$ cat config.mk
export PLATFORM = sky130hd
export DESIGN_NAME = blkc_job_ctrl
export DESIGN_NICKNAME = d
export VERILOG_FILES = /design/src/rtl/blkc_job_ctrl.sv
export SDC_FILE = /design/constraint.sdc
export NUM_CORES = 2
export LEC_CHECK = 0
export ABC_CLOCK_PERIOD_IN_PS = 4390
export BUFFER_PORTS_ARGS = -buffer_cell sky130_fd_sc_hd__clkbuf_2
export CORE_AREA = 2 2 310 312
export DETAILED_ROUTE_END_ITERATION = 7
export DIE_AREA = 0 0 312 314
export PLACE_DENSITY_LB_ADDON = 0.12
export SLEW_MARGIN = 40
export SYNTH_ARGS = -nofsm -noshare
export SYNTH_HDL_FRONTEND = slang
export SYNTH_SLANG_ARGS = --single-unit
$ cat constraint.sdc
create_clock -name clk -period 4.39 [get_ports clk]
set_clock_uncertainty 0.1 [all_clocks]
set_input_delay 0.2195 -clock clk [delete_from_list [all_inputs] [get_ports clk]]
set_output_delay 0.2195 -clock clk [all_outputs]
set_load 0.005 [all_outputs]
$ cat src/rtl/blkc_job_ctrl.sv
module blkc_job_ctrl #(
  parameter int AW = 32,
  parameter int LW = 20,
  parameter logic [127:0] HW_KEY = 128'h0f1e2d3c4b5a69788796a5b4c3d2e1f0
) (
  input  logic          clk,
  input  logic          rst_n,
  input  logic          reg_wr,
  input  logic [7:0]    reg_addr,
  input  logic [31:0]   reg_wdata,
  output logic [31:0]   reg_rdata,
  output logic          irq,
  output logic          mem_rd_req,
  output logic [AW-1:0] mem_rd_addr,
  input  logic          mem_rd_ack,
  input  logic [127:0]  mem_rd_data,
  output logic          mem_wr_req,
  output logic [AW-1:0] mem_wr_addr,
  output logic [127:0]  mem_wr_data,
  input  logic          mem_wr_ack,
  output logic          ciph_req_valid,
  input  logic          ciph_req_ready,
  output logic [127:0]  ciph_req_data,
  output logic [127:0]  ciph_req_key,
  output logic          ciph_req_enc,
  input  logic          ciph_rsp_valid,
  input  logic [127:0]  ciph_rsp_data
);
  localparam int BW = 128;
  localparam int BB = BW / 8;
  localparam int OW = $clog2(BB);
  localparam logic [AW-1:0] AMASK = ~AW'(BB - 1);

  typedef enum logic [2:0] {S_IDLE, S_RD, S_CI, S_CW, S_WR} st_t;

  st_t            st;
  logic [5:0]     ctl;
  logic [1:0]     dis;
  logic           done_f, err_f;
  logic [AW-1:0]  src_r, dst_r, cur_src, cur_dst;
  logic [LW-1:0]  len_r, rem;
  logic [BW-1:0]  key_r, iv_r, blk;

  wire busy = ctl[0];
  wire enc  = ctl[1];
  wire cbc  = ctl[5];
  wire wr_ok = reg_wr && !busy;
  wire [1:0] widx = reg_addr[3:2];
  wire hit_ctl = reg_addr == 8'h00;
  wire hit_int = reg_addr == 8'h08;
  wire hit_key = reg_addr[7:4] == 4'h3 && reg_addr[1:0] == 2'b00;
  wire hit_iv  = reg_addr[7:4] == 4'h4 && reg_addr[1:0] == 2'b00;
  wire len_bad = len_r == '0 || len_r[OW-1:0] != '0;
  wire last    = rem == LW'(BB);

  wire [BW-1:0] blk_out = (!enc && cbc) ? (ciph_rsp_data ^ iv_r) : ciph_rsp_data;

  assign mem_rd_req     = st == S_RD;
  assign mem_rd_addr    = cur_src;
  assign ciph_req_valid = st == S_CI;
  assign ciph_req_data  = (enc && cbc) ? (blk ^ iv_r) : blk;
  assign ciph_req_key   = ctl[2] ? key_r : HW_KEY;
  assign ciph_req_enc   = enc;
  assign mem_wr_req     = st == S_WR;
  assign mem_wr_addr    = cur_dst;
  assign mem_wr_data    = blk;
  assign irq            = |({err_f, done_f} & ~dis);

  always_ff @(posedge clk) begin
    if (!rst_n) begin
      st      <= S_IDLE;
      ctl     <= '0;
      dis     <= '0;
      done_f  <= 1'b0;
      err_f   <= 1'b0;
      src_r   <= '0;
      dst_r   <= '0;
      len_r   <= '0;
      cur_src <= '0;
      cur_dst <= '0;
      rem     <= '0;
      key_r   <= '0;
      iv_r    <= '0;
      blk     <= '0;
    end else begin
      if (reg_wr && hit_int) begin
        dis <= reg_wdata[1:0];
        if (reg_wdata[8]) done_f <= 1'b0;
        if (reg_wdata[9]) err_f  <= 1'b0;
      end
      if (wr_ok) begin
        if (reg_addr == 8'h10) src_r <= AW'(reg_wdata) & AMASK;
        if (reg_addr == 8'h14) dst_r <= AW'(reg_wdata) & AMASK;
        if (reg_addr == 8'h18) len_r <= reg_wdata[LW-1:0];
        if (hit_key) key_r[32*widx +: 32] <= reg_wdata;
        if (hit_iv)  iv_r[32*widx +: 32]  <= reg_wdata;
        if (hit_ctl) begin
          ctl[5:1] <= reg_wdata[5:1];
          if (reg_wdata[0]) begin
            if (len_bad) begin
              err_f <= 1'b1;
            end else begin
              ctl[0]  <= 1'b1;
              cur_src <= src_r;
              cur_dst <= dst_r;
              rem     <= len_r;
              st      <= S_RD;
            end
          end
        end
      end
      case (st)
        S_RD: if (mem_rd_ack) begin
          blk <= mem_rd_data;
          st  <= S_CI;
        end
        S_CI: if (ciph_req_ready) st <= S_CW;
        S_CW: if (ciph_rsp_valid) begin
          blk <= blk_out;
          if (cbc) iv_r <= enc ? ciph_rsp_data : blk;
          st <= S_WR;
        end
        S_WR: if (mem_wr_ack) begin
          cur_src <= cur_src + AW'(BB);
          cur_dst <= cur_dst + AW'(BB);
          rem     <= rem - LW'(BB);
          if (last) begin
            ctl[0] <= 1'b0;
            done_f <= 1'b1;
            st     <= S_IDLE;
          end else begin
            st <= S_RD;
          end
        end
        default: ;
      endcase
    end
  end

  always_comb begin
    reg_rdata = '0;
    case (reg_addr)
      8'h00: reg_rdata[5:0] = ctl;
      8'h08: begin
        reg_rdata[1:0] = dis;
        reg_rdata[8]   = done_f;
        reg_rdata[9]   = err_f;
      end
      8'h10: reg_rdata = 32'(src_r);
      8'h14: reg_rdata = 32'(dst_r);
      8'h18: reg_rdata = 32'(len_r);
      8'h40, 8'h44, 8'h48, 8'h4C: reg_rdata = iv_r[32*widx +: 32];
      default: ;
    endcase
  end
endmodule

Word level (Yosys, flattened, before mapping)
Index checks and enable logic that the tools add are counted.
- flip-flop bits (word level): 557
- input bits: 303
- output and inout bits: 485
- word-level logic and storage cells: 130
- add/sub/neg operators: 4
- eq/ne operators: 17
- shift-type cells: 3
- mux-type cells: 65
- bitwise gates (word level): 4
- reductions and logical operators: 22
- operators with widths (kind ; number):
    $mux 128 ; 11
    $mux 32 ; 12
    $bwmux 128 ; 2
    $pmux 128 s2 ; 1
    $xor 128x128->128 ; 2
    $shift 32x34->128 const A ; 1
    $shiftx 128x8->32 ; 1
    $shiftx 32x34->128 ; 1
    $mux 20 ; 6
    $pmux 22 s4 ; 1
    $add 32x5->32 const B ; 2
    $neg 7->34 ; 1
    $eq 8x7->1 const B ; 4
    $eq 8x5->1 const B ; 3
    $mux 3 ; 8
    $eq 20x5->1 const B ; 1
    $logic_not 20->1 ; 1
    $pmux 4 s5 ; 1
    $sub 20x5->20 const B ; 1
    $mux 1 ; 19
    $pmux 2 s4 ; 2
    $pmux 3 s4 ; 1
    $pmux 2 s5 ; 1
    $reduce_and 2->1 ; 5
    other kinds (20) ; 27

Logic depth before layout (Yosys ltp)
- depth after elaboration: 9
- gate-level depth with buffers: 11
- gate-level depth less buffers: 7

Worst setup path after synthesis
Ideal clock, no wire load.
- kind: input to register
- start: input port reg_addr[2]
- end: register cur_src[26], in the netlist mem_rd_addr[26]
- library setup time: 74 ps
- data arrival time: 2614 ps
- required time: 4216 ps
- setup slack: 1602 ps
- stages: 10
- path buffers: 3
- cells stage by stage: buf_2 -> buf_1 -> inv_1 -> ha_1 -> nor3b_1 -> and4_1 -> a21oi_1 -> clkbuf_1 -> o21ai_0 -> a31oi_1
- longest elaborated chain between the ends: 5
- ends and longest elaborated chain (item ; line ; source):
    start, declared ; 9 ; input logic [7:0] reg_addr,
    $logic_not 8->1 (*) ; 49 ; wire hit_ctl = reg_addr == 8'h00;
    $mux 32 (*) ; 97 ; if (hit_ctl) begin
    $mux 32 (*) ; 91 ; if (wr_ok) begin
    $mux 32 ; 123 ; S_WR: if (mem_wr_ack) begin
    $mux 32 (*) ; 112 ; case (st)
    end signal, assigned ; 104 ; cur_src <= src_r;
    end signal, assigned ; 124 ; cur_src <= cur_src + AW'(BB);
    end, declared ; 40 ; logic [AW-1:0] src_r, dst_r, cur_src, cur_dst;
Every way passes the cells marked *; elsewhere a longest branch is shown, timed or not.
A chain may end at the register's enable or synchronous reset.

Final worst setup path
- start: register ctl[5]
- end: output port ciph_req_data[3]
- longest elaborated chain between the ends: 2
- ends and longest elaborated chain (item ; line ; source):
    start, declared ; 37 ; logic [5:0] ctl;
    start signal, assigned ; 98 ; ctl[5:1] <= reg_wdata[5:1];
    $logic_and 1x1->1 ; 61 ; assign ciph_req_data = (enc && cbc) ? (blk ^ iv_r) : blk;
    $mux 128 ; 61 ;
    end, declared ; 23 ; output logic [127:0] ciph_req_data,
Every way passes these cells.

==> flow_metrics.tcl <==
set metrics [dict create \
    clkTransAtPathRegs_ns 0.06 \
    finalHoldViolCount 0 \
    core.rowCount 113 \
    fin_tns_setup_ns 0 \
    cp_slowest_stage_delay_ns 0.75 \
    final_common_cell "clkbuf_2" \
    fin_ws_ns 1.01 \
    worst_ir_drop_vdd_mv 0.178 \
    grt_pass1_vias 32200 \
    ys_types 60 \
    dieHeight_um 314 \
    p_leak_uw 0.0146 \
    worst_r2r_path_depth 8 \
    coreArea_mm2 0.0944 \
    dr.first_iter.drc_count 3716 \
    portBuffers 787 \
    root_buffer "clkbuf_16" \
    layout-drive-gt1-share 0.214 \
    r2r_setup_slack_ns 1.20 \
    cts.path.max_buffers 3 \
    syn_area_mm2 0.0303 \
    final_nets 5092 \
    crit_type "register to primary output" \
    grt_overflow 0 \
    ys_top_cells_by_area "dfxtp_1, a21oi_1, nand2_1" \
    syn_area_per_cell_um2 7.60 \
    postRouteAntennaNets 0 \
    rr_startpoint "ctl[1]" \
    rsz0062_at_grt "false" \
    synth_warnings 0 \
    initial_core_util 0.320 \
    period_share 0.770 \
    dpl.cell_count 5719 \
    vias 34700 \
    cts_tree "yes" \
    drc 0 \
    setup_viol 0 \
    die_w_um 312 \
    slew_viol_final 0 \
    synth_edf_count 0 \
    hold_depth 5 \
    worstHoldStart "ciph_rsp_data[110]" \
    antenna_found_initial 17 \
    critPathArrivalTime_ns 3.06 \
    clk_latency_ns 0.62 \
    area_growth_pct 32.3 \
    postRouteWirelength_um 169000 \
    gr-usage-all-layers 0.327 \
    die_area_mm2 0.0980 \
    netlist_instances 3980 \
    grt_max_degree 172 \
    crit_fanout 50 \
    yosys.area.top_type "dfxtp_1" \
    first_pass_iters 6 \
    fin_crit_ns 3.38 \
    fill_cells 10000 \
    synth_async_sr_flop_share 0 \
    endpoint_kind "primary output" \
    ys_ff_latch 557 \
    fmax_mhz 296 \
    status "finished, final reports clean" \
    relSlewSlack 0.378 \
    layout_common_cells "clkbuf_2, nand2_1, dfxtp_1" \
    dp_hpwl_um 119000 \
    instances_no_fill 6100 \
    synth.net_count 4292 \
    ys_seq_area_frac 0.369 \
    synth_top_flop_cell "dfxtp_1" \
    worstHoldEndpoint "mem_wr_data[110]" \
    cts_htree_levels 3 \
    avgRoutedWirePerCell_um 27.6 \
    grt_pass1_wl_um 235000 \
    cp_slowest_cell "and2_4" \
    cts_made_buffers 70 \
    r2r-end "mem_wr_data[71]" \
    startpoint_type "register" \
    worstHoldPathType "input port to register" \
    pre_cts_ws_ns 1.36 \
    required_ns 4.07 \
    place_congestion 0.902 \
    viasPerCell 5.69 \
    cts.sinks 557 \
    max-cap-violations 0 \
    worst_pin_slew_ns 0.933 \
    path_cells "and2_4 > buf_4 > nand2_1 > xnor2_1 > clkbuf_2" \
    p_per_area_mw_per_mm2 295 \
    synth_top_cell_area_share 0.369 \
    num_io_pins 788 \
]
cells by family (layout without fill, tap and decap cells):
family	count (synthesis)	in the layout	synth area share
mux	58	58	0.0324
flops	557	557	0.369
other cells	0	10	0
buf+inv	403	1248	0.0509
fa+ha+maj	9	9	0.00372
compound gates	1058	1058	0.217
simple gates	1638	1638	0.253
xor+xnor	257	257	0.0744
repair_timing:
item / CTS / global route
hold buffers: 251 / 1
endpoints found under the hold margin: 247 / 16
endpoints found under the setup margin: 0 / 0
resized for setup: 0 / 0
buffers inserted: 0 / 0
worst max-delay path by stage:
stage / from / endpoint
finish: ctl[5] / ciph_req_data[3]
global route: ctl[5] / ciph_req_data[96]
CTS: ctl[5] / ciph_req_data[96]
detailed placement: reg_addr[3] / rem[6]
global placement: reg_addr[3] / rem[11]
floorplan: reg_addr[2] / mem_rd_addr[26]
registers in the layout, indices dropped and copies added (netlist names), 28 cells and up:
register and flops:
mem_wr_data 128, dst_r 28, mem_wr_addr 32, mem_rd_addr 32, key_r 128, src_r 28, iv_r 128
power breakdown:
| part | internal (uW) | switching [uW] |
|---|---|---|
| clock network | 3440 | 2400 |
| registers | 5050 | 2.78 |
| logic | 348 | 548 |
| total | 8840 | 2950 |
per-layer routing:
layer | track usage | share of wire | vias to the layer above | wire (um)
li1 | - | - | 15600 | -
met1 | 0.417 | 0.40 | 17000 | 68200
met2 | 0.535 | 0.47 | 1763 | 78600
met3 | 0.0604 | 0.078 | 346 | 13200
met4 | 0.149 | 0.050 | 10 | 8460
met5 | 0 | 0.00040 | - | 68
metrics by stage:
step | power, uW | instance area, um^2 | utilization | hold WS (ns)
after floorplan | 5450 | 30300 | - | 0.283
after global placement | 5870 | 35100 | 0.372 | 0.338
after detailed placement | 5860 | 35200 | 0.372 | 0.342
after CTS | 11800 | 39900 | 0.423 | 0.000388
after global routing | 12100 | 40000 | 0.424 | 0.0355
final | 11800 | 40000 | 0.424 | 0.0291
layout make-up:
cell class	instances	area [um^2]	area share
tap	1265	1580	0.0395
sequential	557	11200	0.279
multi-input combinational	3020	17700	0.442
timing repair buffer	1118	7270	0.182
clock inverter	11	116	0.00291
antenna	10	25.0	0.000625
inverter	13	56.3	0.00141
clock buffer	106	2130	0.0532
cell usage after synthesis (all sizes together), types with 3 or more instances:
| cell | instances |
|---|---|
| or3 | 4 |
| dfxtp | 557 |
| a22o | 14 |
| a22oi | 150 |
| and4b | 3 |
| a221o | 14 |
| o22ai | 129 |
| nand3 | 187 |
| mux2i | 26 |
| nor3 | 22 |
| xnor2 | 129 |
| nor4 | 17 |
| inv | 13 |
| nand3b | 131 |
| or4 | 6 |
| o2111ai | 3 |
| xor2 | 128 |
| nor2b | 4 |
| nand4 | 30 |
| nand2b | 66 |
| and3b | 3 |
| ha | 9 |
| a222oi | 6 |
| mux4 | 32 |
| a32oi | 5 |
| o311ai | 4 |
| a2bb2oi | 18 |
| and4 | 11 |
| o21ai | 19 |
| a311oi | 4 |
| clkbuf | 347 |
| o211ai | 10 |
| nor3b | 7 |
| buf | 43 |
| a211oi | 130 |
| a21oi | 520 |
| and3 | 25 |
| a31oi | 20 |
| and2 | 81 |
| nor2 | 452 |
| nand2 | 583 |
worst max-delay path, delay by kind of cell, from the launching register on:
family                    cells  cell delay (ns)
buffers and inverters         2             0.64
DFF                           1             0.69
and+or+nand+nor               2             0.90
xor gates and xnor gates      1             0.19
No activity file was read; power rests on OpenSTA's default activity.
